$ cat src/rtl/iss_pkg.sv
package iss_pkg;

    localparam int WORD_W  = 32;
    localparam int SLOTS   = 2;
    localparam int CLS_W   = 3;
    localparam logic [CLS_W-1:0] CODE_FPOP = 3'b110;
    localparam logic [CLS_W-1:0] CODE_FPLD = 3'b101;

    typedef enum logic [1:0] {
        CLS_INT  = 2'd0,
        CLS_FPOP = 2'd1,
        CLS_FPLD = 2'd2
    } iclass_e;

    typedef struct packed {
        logic              vld;
        logic [WORD_W-1:0] word;
    } slot_t;

    function automatic iclass_e classify(input logic [WORD_W-1:0] w);
        logic [CLS_W-1:0] code;
        code = w[WORD_W-1 -: CLS_W];
        if (code == CODE_FPOP)      return CLS_FPOP;
        else if (code == CODE_FPLD) return CLS_FPLD;
        else                        return CLS_INT;
    endfunction

endpackage

$ cat src/rtl/iss_classify.sv
module iss_classify
    import iss_pkg::*;
(
    input  logic [WORD_W-1:0] word,
    output iclass_e           cls
);
    always_comb cls = classify(word);
endmodule

$ cat src/rtl/iss_pair_ctl.sv
module iss_pair_ctl
    import iss_pkg::*;
(
    input  logic    held_vld,
    input  logic    in_valid,
    input  iclass_e cls_lo,
    input  iclass_e cls_hi,
    input  logic    lo_stall,
    input  logic    hi_hazard,
    input  logic    down_ready,
    output logic    go_lo,
    output logic    go_pair,
    output logic    go_held,
    output logic    keep_hi,
    output logic    hold_fetch,
    output logic    extra_port
);
    logic fresh;
    logic pairable;

    always_comb begin
        fresh      = in_valid && !held_vld;
        go_lo      = fresh && !lo_stall && down_ready;
        pairable   = (cls_lo != CLS_FPOP) && (cls_hi == CLS_FPOP) && !hi_hazard;
        go_pair    = go_lo && pairable;
        keep_hi    = go_lo && !pairable;
        go_held    = held_vld && !hi_hazard && down_ready;
        hold_fetch = held_vld || (in_valid && !go_lo);
        extra_port = go_pair && (cls_lo == CLS_FPLD);
    end
endmodule

$ cat src/rtl/iss_hold_reg.sv
module iss_hold_reg
    import iss_pkg::*;
(
    input  logic              clk,
    input  logic              rst,
    input  logic              keep_hi,
    input  logic              go_held,
    input  logic [WORD_W-1:0] hi_word,
    output slot_t             held
);
    always_ff @(posedge clk) begin
        if (rst) begin
            held <= '0;
        end else if (keep_hi) begin
            held.vld  <= 1'b1;
            held.word <= hi_word;
        end else if (go_held) begin
            held.vld <= 1'b0;
        end
    end
endmodule

$ cat src/rtl/iss_out_reg.sv
module iss_out_reg
    import iss_pkg::*;
(
    input  logic              clk,
    input  logic              rst,
    input  logic              go_lo,
    input  logic              go_pair,
    input  logic              go_held,
    input  logic              extra_port,
    input  logic [WORD_W-1:0] lo_word,
    input  logic [WORD_W-1:0] hi_word,
    input  logic [WORD_W-1:0] held_word,
    output slot_t             out_lo,
    output slot_t             out_hi,
    output logic              out_extra
);
    always_ff @(posedge clk) begin
        if (rst) begin
            out_lo    <= '0;
            out_hi    <= '0;
            out_extra <= 1'b0;
        end else begin
            out_lo.vld <= go_lo;
            if (go_lo) out_lo.word <= lo_word;
            out_hi.vld <= go_pair || go_held;
            if (go_held)      out_hi.word <= held_word;
            else if (go_pair) out_hi.word <= hi_word;
            out_extra <= extra_port;
        end
    end
endmodule

$ cat src/rtl/iss_dual_issue.sv
module iss_dual_issue
    import iss_pkg::*;
#(
    parameter int INSTR_W = iss_pkg::WORD_W,
    localparam int PKT_W  = INSTR_W * iss_pkg::SLOTS
) (
    input  logic               clk,
    input  logic               rst,
    input  logic               in_valid,
    input  logic [PKT_W-1:0]   in_packet,
    input  logic               lo_stall,
    input  logic               hi_hazard,
    input  logic               down_ready,
    output logic               hold_fetch,
    output logic               issue_lo,
    output logic [INSTR_W-1:0] issue_lo_instr,
    output logic               issue_hi,
    output logic [INSTR_W-1:0] issue_hi_instr,
    output logic               fp_pair_extra_port
);
    iclass_e              cls [SLOTS];
    logic [INSTR_W-1:0]   words [SLOTS];
    slot_t                held;
    slot_t                out_lo;
    slot_t                out_hi;
    logic                 held_vld;
    logic                 go_lo, go_pair, go_held, keep_hi, extra_port;

    for (genvar g = 0; g < SLOTS; g++) begin : g_slot
        assign words[g] = in_packet[g*INSTR_W +: INSTR_W];
        iss_classify u_cls (
            .word (words[g]),
            .cls  (cls[g])
        );
    end

    assign held_vld = held.vld;

    iss_pair_ctl u_ctl (
        .held_vld   (held_vld),
        .in_valid   (in_valid),
        .cls_lo     (cls[0]),
        .cls_hi     (cls[1]),
        .lo_stall   (lo_stall),
        .hi_hazard  (hi_hazard),
        .down_ready (down_ready),
        .go_lo      (go_lo),
        .go_pair    (go_pair),
        .go_held    (go_held),
        .keep_hi    (keep_hi),
        .hold_fetch (hold_fetch),
        .extra_port (extra_port)
    );

    iss_hold_reg u_hold (
        .clk     (clk),
        .rst     (rst),
        .keep_hi (keep_hi),
        .go_held (go_held),
        .hi_word (words[1]),
        .held    (held)
    );

    iss_out_reg u_out (
        .clk        (clk),
        .rst        (rst),
        .go_lo      (go_lo),
        .go_pair    (go_pair),
        .go_held    (go_held),
        .extra_port (extra_port),
        .lo_word    (words[0]),
        .hi_word    (words[1]),
        .held_word  (held.word),
        .out_lo     (out_lo),
        .out_hi     (out_hi),
        .out_extra  (fp_pair_extra_port)
    );

    assign issue_lo       = out_lo.vld;
    assign issue_lo_instr = out_lo.word;
    assign issue_hi       = out_hi.vld;
    assign issue_hi_instr = out_hi.word;
endmodule

$ cat config.mk
export PLATFORM = sky130hd
export DESIGN_NAME = iss_dual_issue
export DESIGN_NICKNAME = d
export VERILOG_FILES = /design/src/rtl/iss_pkg.sv /design/src/rtl/iss_classify.sv /design/src/rtl/iss_pair_ctl.sv /design/src/rtl/iss_hold_reg.sv /design/src/rtl/iss_out_reg.sv /design/src/rtl/iss_dual_issue.sv
export SDC_FILE = /design/constraint.sdc
export NUM_CORES = 1
export LEC_CHECK = 0
export BUFFER_PORTS_ARGS = -buffer_cell sky130_fd_sc_hd__buf_2
export CELL_PAD_IN_SITES_DETAIL_PLACEMENT = 0
export CELL_PAD_IN_SITES_GLOBAL_PLACEMENT = 1
export CORE_UTILIZATION = 23
export CTS_BUF_LIST = sky130_fd_sc_hd__clkbuf_2
export CTS_CLUSTER_DIAMETER = 150
export DETAILED_ROUTE_END_ITERATION = 6
export PLACE_DENSITY_LB_ADDON = 0.05
export REMOVE_ABC_BUFFERS = 1
export SLEW_MARGIN = 20
export SYNTH_ARGS = -nofsm -noshare
export SYNTH_HDL_FRONTEND = slang
export SYNTH_HIERARCHICAL = 1
export SYNTH_SLANG_ARGS = --single-unit
$ cat constraint.sdc
create_clock -name clk -period 1.95 [get_ports clk]
set_clock_uncertainty 0.15 [all_clocks]
set_input_delay 0.0975 -clock clk [delete_from_list [all_inputs] [get_ports clk]]
set_output_delay 0.0975 -clock clk [all_outputs]
set_load 0.03 [all_outputs]
# [Yosys cells after proc, flatten, opt, wreduce, memory -nomap -nowiden]
# Index checks and enable logic that the tools add are counted.
[word_totals] register_bits=100 inputBits=70 output_inout_bits=68 elab_cells=42
[classes] eq_ne=7 n_mux=8 reduce_logical=20
[op_table] cell="2-to-1 mux 32 bit" n=2
[op_table] cell="equality test 3 bit, second input constant" n=4
[op_table] cell="logical AND 1 bit" n=11
[op_table] cell="2-to-1 mux 2 bit" n=4
[op_table] cell="logical NOT 1 bit" n=5
[op_table] cell="nonzero test 2 bit" n=2
[op_table] cell="equality test 2 x 1 -> 1 bit, second input constant" n=1
[op_table] cell="equality test 2 bit, second input constant" n=1
[op_table] cell="logical OR 1 bit" n=2
[op_table] cell="2-to-1 mux 1 bit" n=2
[op_table] cell="!= test 2 x 1 -> 1 bit, second input constant" n=1

# [Depth between registers and ports, before layout]
# Gate-level depths: netlist of run 1.
[logic_depth] depth_word=9 depth_mapped=7 depth_no_buf=5

# [Cells and area by module]
# Netlist of run 1, hierarchy kept.
[by_module_without_submodules] mod="iss_out_reg" cells_per_inst=253 area_per_inst_um2=2875.3 seq_area_each_um2=1341.3 n_inst=1
[by_module_without_submodules] mod="iss_hold_reg" cells_per_inst=108 area_per_inst_um2=1204.9 seq_area_each_um2=660.6 n_inst=1
[by_module_without_submodules] mod="iss_pair_ctl" cells_per_inst=11 area_per_inst_um2=100.1 seq_area_each_um2=0.0 n_inst=1
[by_module_without_submodules] mod="iss_classify" cells_per_inst=2 area_per_inst_um2=17.5 seq_area_each_um2=0.0 n_inst=2

# [Worst setup path after synthesis of run 1]
# No wires, ideal clock.
[synth_path] kind="in2reg" start="input in_packet[61]" end="register, netlist name u_out/out_hi[10]" cell_stages=7 arrival_ns=1.415 n_path_buf=2 setup_ns=0.146 slack_ns=0.239 required_ns=1.654 path_cell_list="and3b_1 -> or3b_4 -> nor3_2 -> buf_6 -> buf_12 -> mux2i_1 -> a211oi_2"
[synth_via] elab_chain_len=8 elab_cells_between_ends=9 classes_between="eq/ne (3); mux (2); reduce/logical (4)"
[synth_lines] element="start: declaration" line_no="iss_dual_issue.sv:10" source="input logic [PKT_W-1:0] in_packet,"
[synth_lines] element="equality test 3 bit" line_no="iss_pkg.sv:24" source="else if (code == CODE_FPLD) return CLS_FPLD;"
[synth_lines] element="2-to-1 mux 2 bit" line_no="iss_pkg.sv:24"
[synth_lines] element="2-to-1 mux 2 bit *" line_no="iss_pkg.sv:23" source="if (code == CODE_FPOP) return CLS_FPOP;"
[synth_lines] element="equality test 2 x 1 -> 1 bit *" line_no="iss_pair_ctl.sv:24" source="pairable = (cls_lo != CLS_FPOP) && (cls_hi == CLS_FPOP) && !hi_hazard;"
[synth_lines] element="logical AND 1 bit * (2 in a row)" line_no="iss_pair_ctl.sv:24"
[synth_lines] element="logical AND 1 bit *" line_no="iss_pair_ctl.sv:25" source="go_pair = go_lo && pairable;"
[synth_lines] element="named net go_pair" line_no="iss_dual_issue.sv:27" source="logic go_lo, go_pair, go_held, keep_hi, extra_port;"
[synth_lines] element="nonzero test 2 bit (no source line) *"
# The timed path passes the listed nets; every way through them passes the cells marked *.
# A chain may end at the register's enable or synchronous reset.

==> metrics, run 1 <==
status=finished clean; synth cell count leaders=100 x dfxtp_1, 96 x mux2i_1, 67 x nor2_1, 35 x nor2b_1, 29 x a211oi_2; Leak=2.46 nW; Max Slew Vio Count=0; nets@finish=653; Via density=a little over 4; sequential-to-total area share from yosys stat=47.5%; Peak Freq=about 0.53 GHz; total global-route track usage=11.8%; crit path kind=primary input to flop; CTS tree=built; Post-Place Cell Area=5170 µm²; layout cells sized above 1=34.9%; RSZ-0062 raised after global routing=false; num rows=approximately 50; WL per Instance=about 13 µm; Synth async-reset ratio=0%; worst path arrival time=~2200 ps; GRT overflow=0; Placement Setup Slack=-30.1 ps; Yosys top cell area share=between 40% and 50%; crit start category=primary input; Max IR drop VDD=0.000366 V; IO Pins=138; max-cap viol count=0; CP Capture Type=flop; Syn Area/Cell=11.2 µm²; antenna violations before repair=1; CTS buffer count=9; core region area=approximately 18000 µm²; cell with the most instances after synthesis=dfxtp_1; Worst Hold Class=primary input to flop; post-synth cell types=23; crit-path max FO=9; Post-synth EDFFs=0; Fin Setup TNS=0 ps; vias in the first global route=3325; clk slew on worst S/H paths=just under 300 ps; fin crit share=97.3%; worst hold slack=94.3 ps; I/O Buffers=around 140; PnR worst setup slack=52.2 ps; routed wire length=10800 µm; Worst-Skew Late Latency=580 ps; H-tree depth=3; overall power=3.73 mW; final instance area=5980 µm²; Syn Inst Count=between 300 and 400; effective utilization at floorplan=23.5%; CTS Buffer Depth=2; TritonCTS Sinks=100; multi-input logic area=1950 µm²; Final Hold Vio Count=0; first-pass GRT wire length=approximately 17000 µm; Placed Cells=731; Synth area leaders=dfxtp_1 47%, mux2i_1 23%, a211oi_2 8.6%; Main synth FF type=dfxtp_1; CP required=2270 ps; HPWL Detailed=7140 µm; CTS root buf=clkbuf_2; Area Growth Syn to Fin=41.8%; Die W=between 100 and 150 µm; pin count of the biggest net entering global routing=34; r2r setup slk=160 ps; Least-Margin Pin Slew=446 ps; Routed Antenna Nets=0; min cycle time layout=1900 ps; die footprint=18900 µm²; initial drt markers=96; power density cells=624 nW/µm²; GPL Wtd Cong=0.646; Non-Filler Instances=817; Post-Syn Area=4220 µm²; synthesized flop and latch total=100; sequential cell area=2000 µm²; Worst Hold Depth=4; Final Util=33.3%; Synth area leader=dfxtp_1; synth warn=6; routed via count=3312; fill cell total of the finished layout=about 1900; height of the die=about 140 µm; drt drc=0; worst r2r path cells=5; Rel. slew slack=70.3%; Setup-failing EPs final=0; TritonRoute pass-1 iters=4
cell usage in the layout, fill, tap and decap left out, types with 2 or more instances in the layout:
cell,count
clkinv_1,2
a211oi_2,29
mux2i_1,96
dlygate4sd3_1,70
buf_2,136
buf_12,7
clkinvlp_4,2
inv_1,2
nor2_1,66
buf_4,12
dfxtp_1,100
and3b_1,4
a211oi_1,3
clkbuf_2,10
nor2b_1,35
logic make-up after synthesis:
kind of cell	after synthesis	share of synthesized area [%]
muxes	96	22.8
buffers and inverters	33	6.35
DFF	100	47.5
AOI/OAI and AO/OA	35	9.68
and+or+nand+nor	112	13.7
repair_timing:
item / 4_1_cts / 5_1_grt
gates resized for setup: 0 / 0
buffers inserted: 0 / 0
endpoints found under the hold margin: 100 / 0
hold buffers: 70 / 0
setup endpoints to repair: 0 / 0
state kept, by name, indices dropped and copies added (netlist names):
signal,cells
u_hold/held,33
u_out/out_hi,33
u_out/out_lo,33
u_out/out_extra,1
final timing paths:
kind              startpoint          endpoint
max            in_packet[61]  u_out/out_hi[18]
min             in_packet[4]   u_out/out_lo[4]
max reg2reg  u_hold/held[32]  u_out/out_hi[18]
min reg2reg   u_hold/held[7]   u_out/out_hi[7]
critical path, stage by stage:
cell	delay, ps
dlygate4sd3_1	530
buf_2	130
and3b_1	190
or3b_4	390
nor3_4	280
buf_4	270
mux2i_1	240
a211oi_2	80
layout make-up:
class | count | share of cell area (%)
diodes | 1 | 0.0419
clock buffers | 10 | 0.838
clock inverters | 5 | 0.900
inverters | 4 | 0.251
multi-input cells | 243 | 32.7
flip-flops and latches | 100 | 33.5
well taps | 229 | 4.79
repair buffers | 225 | 27.0
routing by layer:
layer | vias to the layer above | share of wire, % | global-route usage, %
met5 | - | 0 | 0
met4 | 0 | 0.93 | 2.93
met3 | 8 | 6.4 | 4.71
met2 | 94 | 48 | 20.5
met1 | 1518 | 44 | 13.4
li1 | 1692 | - | -
where the power goes:
group | total (mW) | switching (mW) | internal, mW
clock | 1.01 | 0.726 | 0.286
combinational | 0.574 | 0.286 | 0.287
sequential | 2.15 | 0.0304 | 2.11
Note: power is estimated with default switching activity, not from simulation.
==> inputs of run 2 (changes only) <==
GPL_TIMING_DRIVEN = 0   (was unset)
==> run 2 against run 1 <==
Global-route usage is 0.19 points lower. Combinational power barely moved. Via count up 2.1%. Sequential share of layout area fell by 0.53 points. Maximum frequency fell by 0.13%. Power is 0.24% higher. Highest routed layer unchanged.
==> metrics, run 2 (synthesis results as in run 1) <==
I/O Buffers=137 (unchanged); nets@finish=654 (+0.15%); WHS Endpoint=u_out/out_lo[17]; core region area=18000 µm² (unchanged); Critical-path top delay cell=dfxtp_4; Rel. slew slack=64.1% (-6.2 points); WL per Instance=12.9 µm (-2.5%); Final Hold Vio Count=0 (unchanged); Worst Hold Depth=4 (unchanged); crit start category=flop; grt met2 use=18.8% (-1.7 points); CP required=2270 ps (about the same); Worst Hold Class=primary input to flop; GRT overflow=0 (unchanged); num rows=49 (unchanged); most used cell, CP=buf_8; worst r2r path cells=6 (+1); CTS buffer count=9 (unchanged); most crowded layer after global routing=met2; Worst-Skew Late Latency=580 ps (about the same); power density cells=615 nW/µm² (-1.5%); routed wire length=10600 µm (-2.1%); effective utilization at floorplan=23.5% (unchanged); Max IR drop VDD=0.000279 V (-24%); worst path arrival time=2220 ps (about the same); status=finished clean; most common cell after layout, fill and taps aside=buf_2; PnR worst setup slack=49.7 ps (-2.47 ps); max-cap viol count=0 (unchanged); critical-path cell list=nand4bb_4 -> nor3_4 -> buf_8 -> buf_8 -> mux2i_2 -> a211oi_2; CTS Buffer Depth=2 (unchanged); Slowest Stage Delay on Critical Path=420 ps (-110 ps); height of the die=137 µm (unchanged); crit path kind=flop to flop; commonest cells after routing, fill and taps aside=136 x buf_2, 99 x dfxtp_1, 90 x mux2i_1; initial drt markers=81 (-16%); worst path bufs/invs=2 (-1); total global-route track usage=11.6% (-0.19 points); first-pass GRT wire length=16400 µm (-1.4%); Area Growth Syn to Fin=44.3%; Die W=137 µm (unchanged); HPWL Detailed=6930 µm (-3.1%); fin crit share=97.5% (+0.13 points); fill cell total of the finished layout=1881 (-0.84%); GR Util met3=3.72% (-0.99 points); min cycle time layout=1900 ps (+2.47 ps); Peak Freq=0.526 GHz (-0.13%); Setup-failing EPs final=0 (unchanged); die footprint=18900 µm² (unchanged); hold_sp=in_packet[17]; GPL Wtd Cong=0.599 (-7.4%); TritonCTS Sinks=100 (unchanged); RSZ-0062 raised after global routing=true; routed via count=3380 (+2.1%); overall power=3.74 mW (+0.24%); pin count of the biggest net entering global routing=52 (+53%); r2r setup slk=50 ps (-110 ps); antenna violations before repair=1 (unchanged); CP Capture Type=flop; IO Pins=138 (unchanged); clk slew on worst S/H paths=290 ps (about the same); Placement Setup Slack=-529 ps (-499 ps); reg-to-reg startpoint=u_hold/held[32]; Least-Margin Pin Slew=537 ps (+91.7 ps); worst reg2reg endpoint=u_out/out_hi[12]; CTS root buf=clkbuf_2; Leak=2.49 nW (+1.2%); vias in the first global route=3225 (-3.0%); layout cells sized above 1=36.3% (+1.4 points); Routed Antenna Nets=0 (unchanged); crit-path max FO=10 (+1); Top Registers=u_hold/held: 33 flops, u_out/out_hi: 33 flops, u_out/out_lo: 33 flops; Via density=4.12 (+1.7%); met1 Use GR=13.9% (+0.50 points); drt drc=0 (unchanged); TritonRoute pass-1 iters=4 (unchanged); Max Slew Vio Count=0 (unchanged); CTS tree=built; CP top delay family=simple AND/OR/NAND/NOR gates; H-tree depth=3 (unchanged)
-- run 2: cell types whose count changed in the layout (fill, tap and decap cells not counted), moves of 3 or more --
| cell | before | now |
|---|---|---|
| buf_4 | 12 | 9 |
| mux2i_1 | 96 | 90 |
| buf_12 | 7 | 3 |
| buf_16 | 0 | 3 |
| mux2i_2 | 0 | 5 |
-- run 2: what timing repair did --
| item | 4_1_cts | 5_1_grt |
|---|---|---|
| gates resized for setup | 2 | 12 |
| hold buffers | 71 | 0 |
| setup endpoints to repair | 26 | 28 |
| buffers inserted | 3 | 7 |
| pin swaps | 1 | 2 |
| gates cloned | 0 | 0 |
| endpoints found under the hold margin | 100 | 0 |
-- run 2: worst max-delay path by stage --
stage | slack (ps) | end | start | depth (start not counted)
after global routing | -40 | u_out/out_hi[12] | u_hold/held[32] | 6
final | 50 | u_out/out_hi[12] | u_hold/held[32] | 6
after global placement | -3210 | u_out/out_hi[0] | u_hold/held[32] | 4
after CTS | 10 | u_out/out_hi[12] | u_hold/held[32] | 6
after floorplan | -1310 | u_out/out_hi[10] | in_packet[61] | 5
after detailed placement | -530 | u_out/out_hi[12] | in_packet[61] | 8
-- run 2: layout make-up --
| type | instances | area, µm² | share of cell area (%) |
|---|---|---|---|
| Sequential cell | 100 | 2010 | 33.0 |
| Multi-Input combinational cell | 243 | 2000 | 32.9 |
| Timing Repair Buffer | 226 | 1650 | 27.2 |
| Tap cell | 229 | 287 | 4.71 |
| Clock inverter | 7 | 67.6 | 1.11 |
| Clock buffer | 9 | 45.0 | 0.740 |
| Inverter | 4 | 17.5 | 0.288 |
| Antenna cell | 2 | 5.00 | 0.0823 |
-- run 2: worst register-to-register path, cell delays in order, from the launching register on --
cell and delay, ps:
dfxtp_4 420, nand4bb_4 240, nor3_4 330, buf_8 150, buf_8 150, mux2i_2 250, a211oi_2 90
-- run 2: layer usage --
| metal | up-vias | wire length [µm] | share of wire (%) |
|---|---|---|---|
| met5 | - | 0 | 0 |
| met4 | 0 | 194 | 1.8 |
| met3 | 11 | 714 | 6.7 |
| met2 | 94 | 4840 | 46 |
| met1 | 1574 | 4850 | 46 |
| li1 | 1701 | - | - |
-- run 2: report_power, final --
| group | switching (mW) | internal, mW | total [mW] |
|---|---|---|---|
| logic | 0.288 | 0.286 | 0.574 |
| clock network | 0.738 | 0.284 | 1.02 |
| registers | 0.0298 | 2.11 | 2.14 |
-- run 2: metrics by stage --
| step | cell area (µm²) | hold WS, ps | util (%) | setup TNS (ps) | std cells |
|---|---|---|---|---|---|
| floorplan | 3960 | 12.1 | - | -59830 | 347 |
| global placement | 4930 | 181 | 27.5 | -165720 | 713 |
| detailed placement | 5120 | 192 | 28.5 | -11230 | 721 |
| CTS | 5970 | 3.82 | 33.3 | 0 | 811 |
| global route | 6080 | 25.2 | 33.9 | -295 | 820 |
| finish | 6080 | 92.6 | 33.9 | 0 | 820 |
==> inputs of run 3 (changes only) <==
ABC_AREA = 1   (was unset)
==> run 3 against run 2 <==
Setup slack improved by 74 ps. Sequential share of layout area up 1.4 points. Worst hold slack improved by 7.3 ps. Global-route usage rose by 3.2 points. Power down 5.1%. Non-clock buffer count fell by 4. First-iteration DRC count rose by 84%. Final cell count increased by 21%. Largest power group unchanged. Maximum frequency increased by 4.1%. Synthesized area down 4.0%. Final area is 4.0% lower. Synthesized cell count grew 49%.
==> metrics, run 3 <==
status=finished clean; Setup-failing EPs final=0 (unchanged); Leak=3.01 nW (+21%); Main synth FF type=dfxtp_1; Synth async-reset ratio=0% (unchanged); crit path kind=primary input to flop; Final Util=33.9% (about the same); Post-synth EDFFs=0 (unchanged); HPWL Detailed=7470 µm (+7.9%); total global-route track usage=14.8% (+3.2 points); Syn Inst Count=559 (+49%); IO Pins=138 (unchanged); TritonRoute pass-1 iters=6 (+2); H-tree depth=3 (unchanged); I/O Buffers=137 (unchanged); routed wire length=12900 µm (+22%); Area Growth Syn to Fin=44.4% (about the same); Peak Freq=0.548 GHz (+4.1%); vias in the first global route=4017 (+25%); post-synth cell types=23 (unchanged); core region area=17200 µm² (-4.0%); fin crit share=93.6% (-3.8 points); worst path arrival time=2180 ps (-40 ps); Max IR drop VDD=0.000240 V (-14%); GPL Wtd Cong=0.656 (+9.6%); Slowest Stage Delay on Critical Path=520 ps (+100 ps); Worst Hold Class=primary input to flop; drt drc=0 (unchanged); clk slew on worst S/H paths=260 ps (-30 ps); synth warn=6 (unchanged); CTS root buf=clkbuf_2; layout cells sized above 1=25.0% (-11 points); crit start category=primary input; Routed Antenna Nets=0 (unchanged); Post-Synth XOR/XNOR Area=0% (unchanged); CTS buffer count=9 (unchanged); mux cell area share after synthesis=0% (-23 points); routed via count=4140 (+22%); Rel. slew slack=33.2% (-31 points); adder-cell share of the synthesized area=0% (unchanged); Via density=4.18 (+1.5%); WL per Instance=13.0 µm (+1.0%); power density cells=607 nW/µm² (-1.2%); effective utilization at floorplan=23.5% (about the same); die footprint=18100 µm² (-4.0%); TritonCTS Sinks=100 (unchanged); Max Slew Vio Count=0 (unchanged); Critical-path top delay cell=dlygate4sd3_1; Synth area leader=dfxtp_1; Syn Area/Cell=7.24 µm² (-35%); first-pass GRT wire length=20500 µm (+24%); min cycle time layout=1830 ps (-74.3 ps); CTS tree=built; pin count of the biggest net entering global routing=65 (+25%); num rows=48 (-2.0%); CP required=2310 ps (+40 ps); cell with the most instances after synthesis=nor2_1; post-synthesis simple-gate area fraction=32.4% (+19 points); Worst-Skew Late Latency=570 ps (about the same); Post-Syn Area=4050 µm² (-4.0%); met1 Use GR=17.1% (+3.2 points); synth cell count leaders=140 x nor2_1, 100 x dfxtp_1, 95 x nand2_1, 65 x nand3_1, 63 x o21ai_0; crit-path max FO=19 (+9); Synth area leaders=dfxtp_1 49%, nor2_1 13%, nand2_1 8.8%; nets@finish=830 (+27%); Top Registers=u_hold/held: 33 flops, u_out/out_hi: 33 flops, u_out/out_lo: 33 flops; most crowded layer after global routing=met2; Final Hold Vio Count=0 (unchanged); sequential-to-total area share from yosys stat=49.5% (+2.0 points); antenna violations before repair=1 (unchanged); CP Capture Type=flop; grt met2 use=25.5% (+6.7 points); Least-Margin Pin Slew=1000 ps (+463 ps); synthesized flop and latch total=100 (unchanged); most common cell after layout, fill and taps aside=nor2_1; commonest cells after routing, fill and taps aside=138 x nor2_1, 136 x buf_2, 99 x dfxtp_1; GR Util met3=4.32% (+0.60 points); max-cap viol count=0 (unchanged); GRT overflow=0 (unchanged); critical-path cell list=dlygate4sd3_1 -> buf_2 -> nand2_1 -> nor2_1 -> inv_1 -> nor2_1 -> nand3_1 -> nor2_4 -> buf_16 -> nor2_4 -> buf_12 -> nand2_1 -> nand3_1 -> nand2_1 -> inv_1; Non-Filler Instances=990 (+21%); largest family of logic cells by synthesized area=simple AND/OR/NAND/NOR gates; initial drt markers=149 (+84%); CTS Buffer Depth=2 (unchanged); Compound-Gate Fraction of Synth Area=8.20% (-1.5 points); RSZ-0062 raised after global routing=false; Die W=135 µm (-2.0%); Yosys top cell area share=49.5% (+2.0 points); most used cell, CP=nand2_1; Placed Cells=889 (+23%); height of the die=135 µm (-2.0%)
[run 3: report_power, final]
group / switching [mW] / total (mW) / internal, mW
Clock: 0.687 / 0.846 / 0.160
Sequential: 0.0330 / 2.16 / 2.13
Combinational: 0.305 / 0.544 / 0.239
Total: 1.02 / 3.55 / 2.52
[run 3: metal layers]
metal	routed length (µm)	vias up
li1	-	2151
met1	5850	1860
met2	5940	119
met3	940	10
met4	181	0
met5	0	-
[run 3: timing repair]
| item | 4_1_cts | 5_1_grt |
|---|---|---|
| setup buffers | 5 | 8 |
| gates resized for setup | 6 | 5 |
| setup endpoints to repair | 99 | 72 |
| hold endpoints to repair | 100 | 0 |
| gates cloned | 3 | 0 |
| pin swaps | 3 | 1 |
| hold buffers | 69 | 0 |
[run 3: kinds of logic (layout without fill, tap and decap cells)]
logic type | after synthesis | count (layout)
AO/OA/AOI/OAI | 66 | 66
flip-flops | 100 | 100
other | 0 | 1
buffers and inverters | 79 | 283
AND/OR/NAND/NOR | 314 | 315
[run 3: worst max-delay path: cells and delay by family]
family                 cells  cell delay (ps)
buffers and inverters      6             1080
and+or+nand+nor            9              960
[run 3: area by class of cell]
class	instances	area (µm²)
Multi-Input combinational cell	381	1690
Clock inverter	4	17.5
Tap cell	225	282
Clock buffer	11	55.1
Timing Repair inverter	2	12.5
Fill cell	1859	11400
Timing Repair Buffer	222	1600
Antenna cell	1	2.50
Sequential cell	100	2010
Inverter	44	180
[run 3: path summary, 6_finish.rpt]
kind	from	end	slack, ps	depth (start not counted)
min	in_packet[6]	u_out/out_lo[6]	100	4
min reg2reg	u_out/out_lo[16]	u_out/out_lo[16]	380	2
max reg2reg	u_hold/held[32]	u_out/out_lo[2]	190	5
max	in_packet[63]	u_out/out_hi[14]	120	15
[run 3: per-stage QoR]
step	hold slack [ps]	instance area (µm²)	TNS, ps	worst slack (ps)	power (mW)
final	99.9	5840	0	124	3.55
after global routing	23.3	5840	0	1.49	3.79
after CTS	14.7	5750	0	9.87	3.64
after detailed placement	173	4890	-40650	-905	2.61
after global placement	170	4780	-190610	-2570	2.60
after floorplan	16.6	3810	-43650	-830	2.41
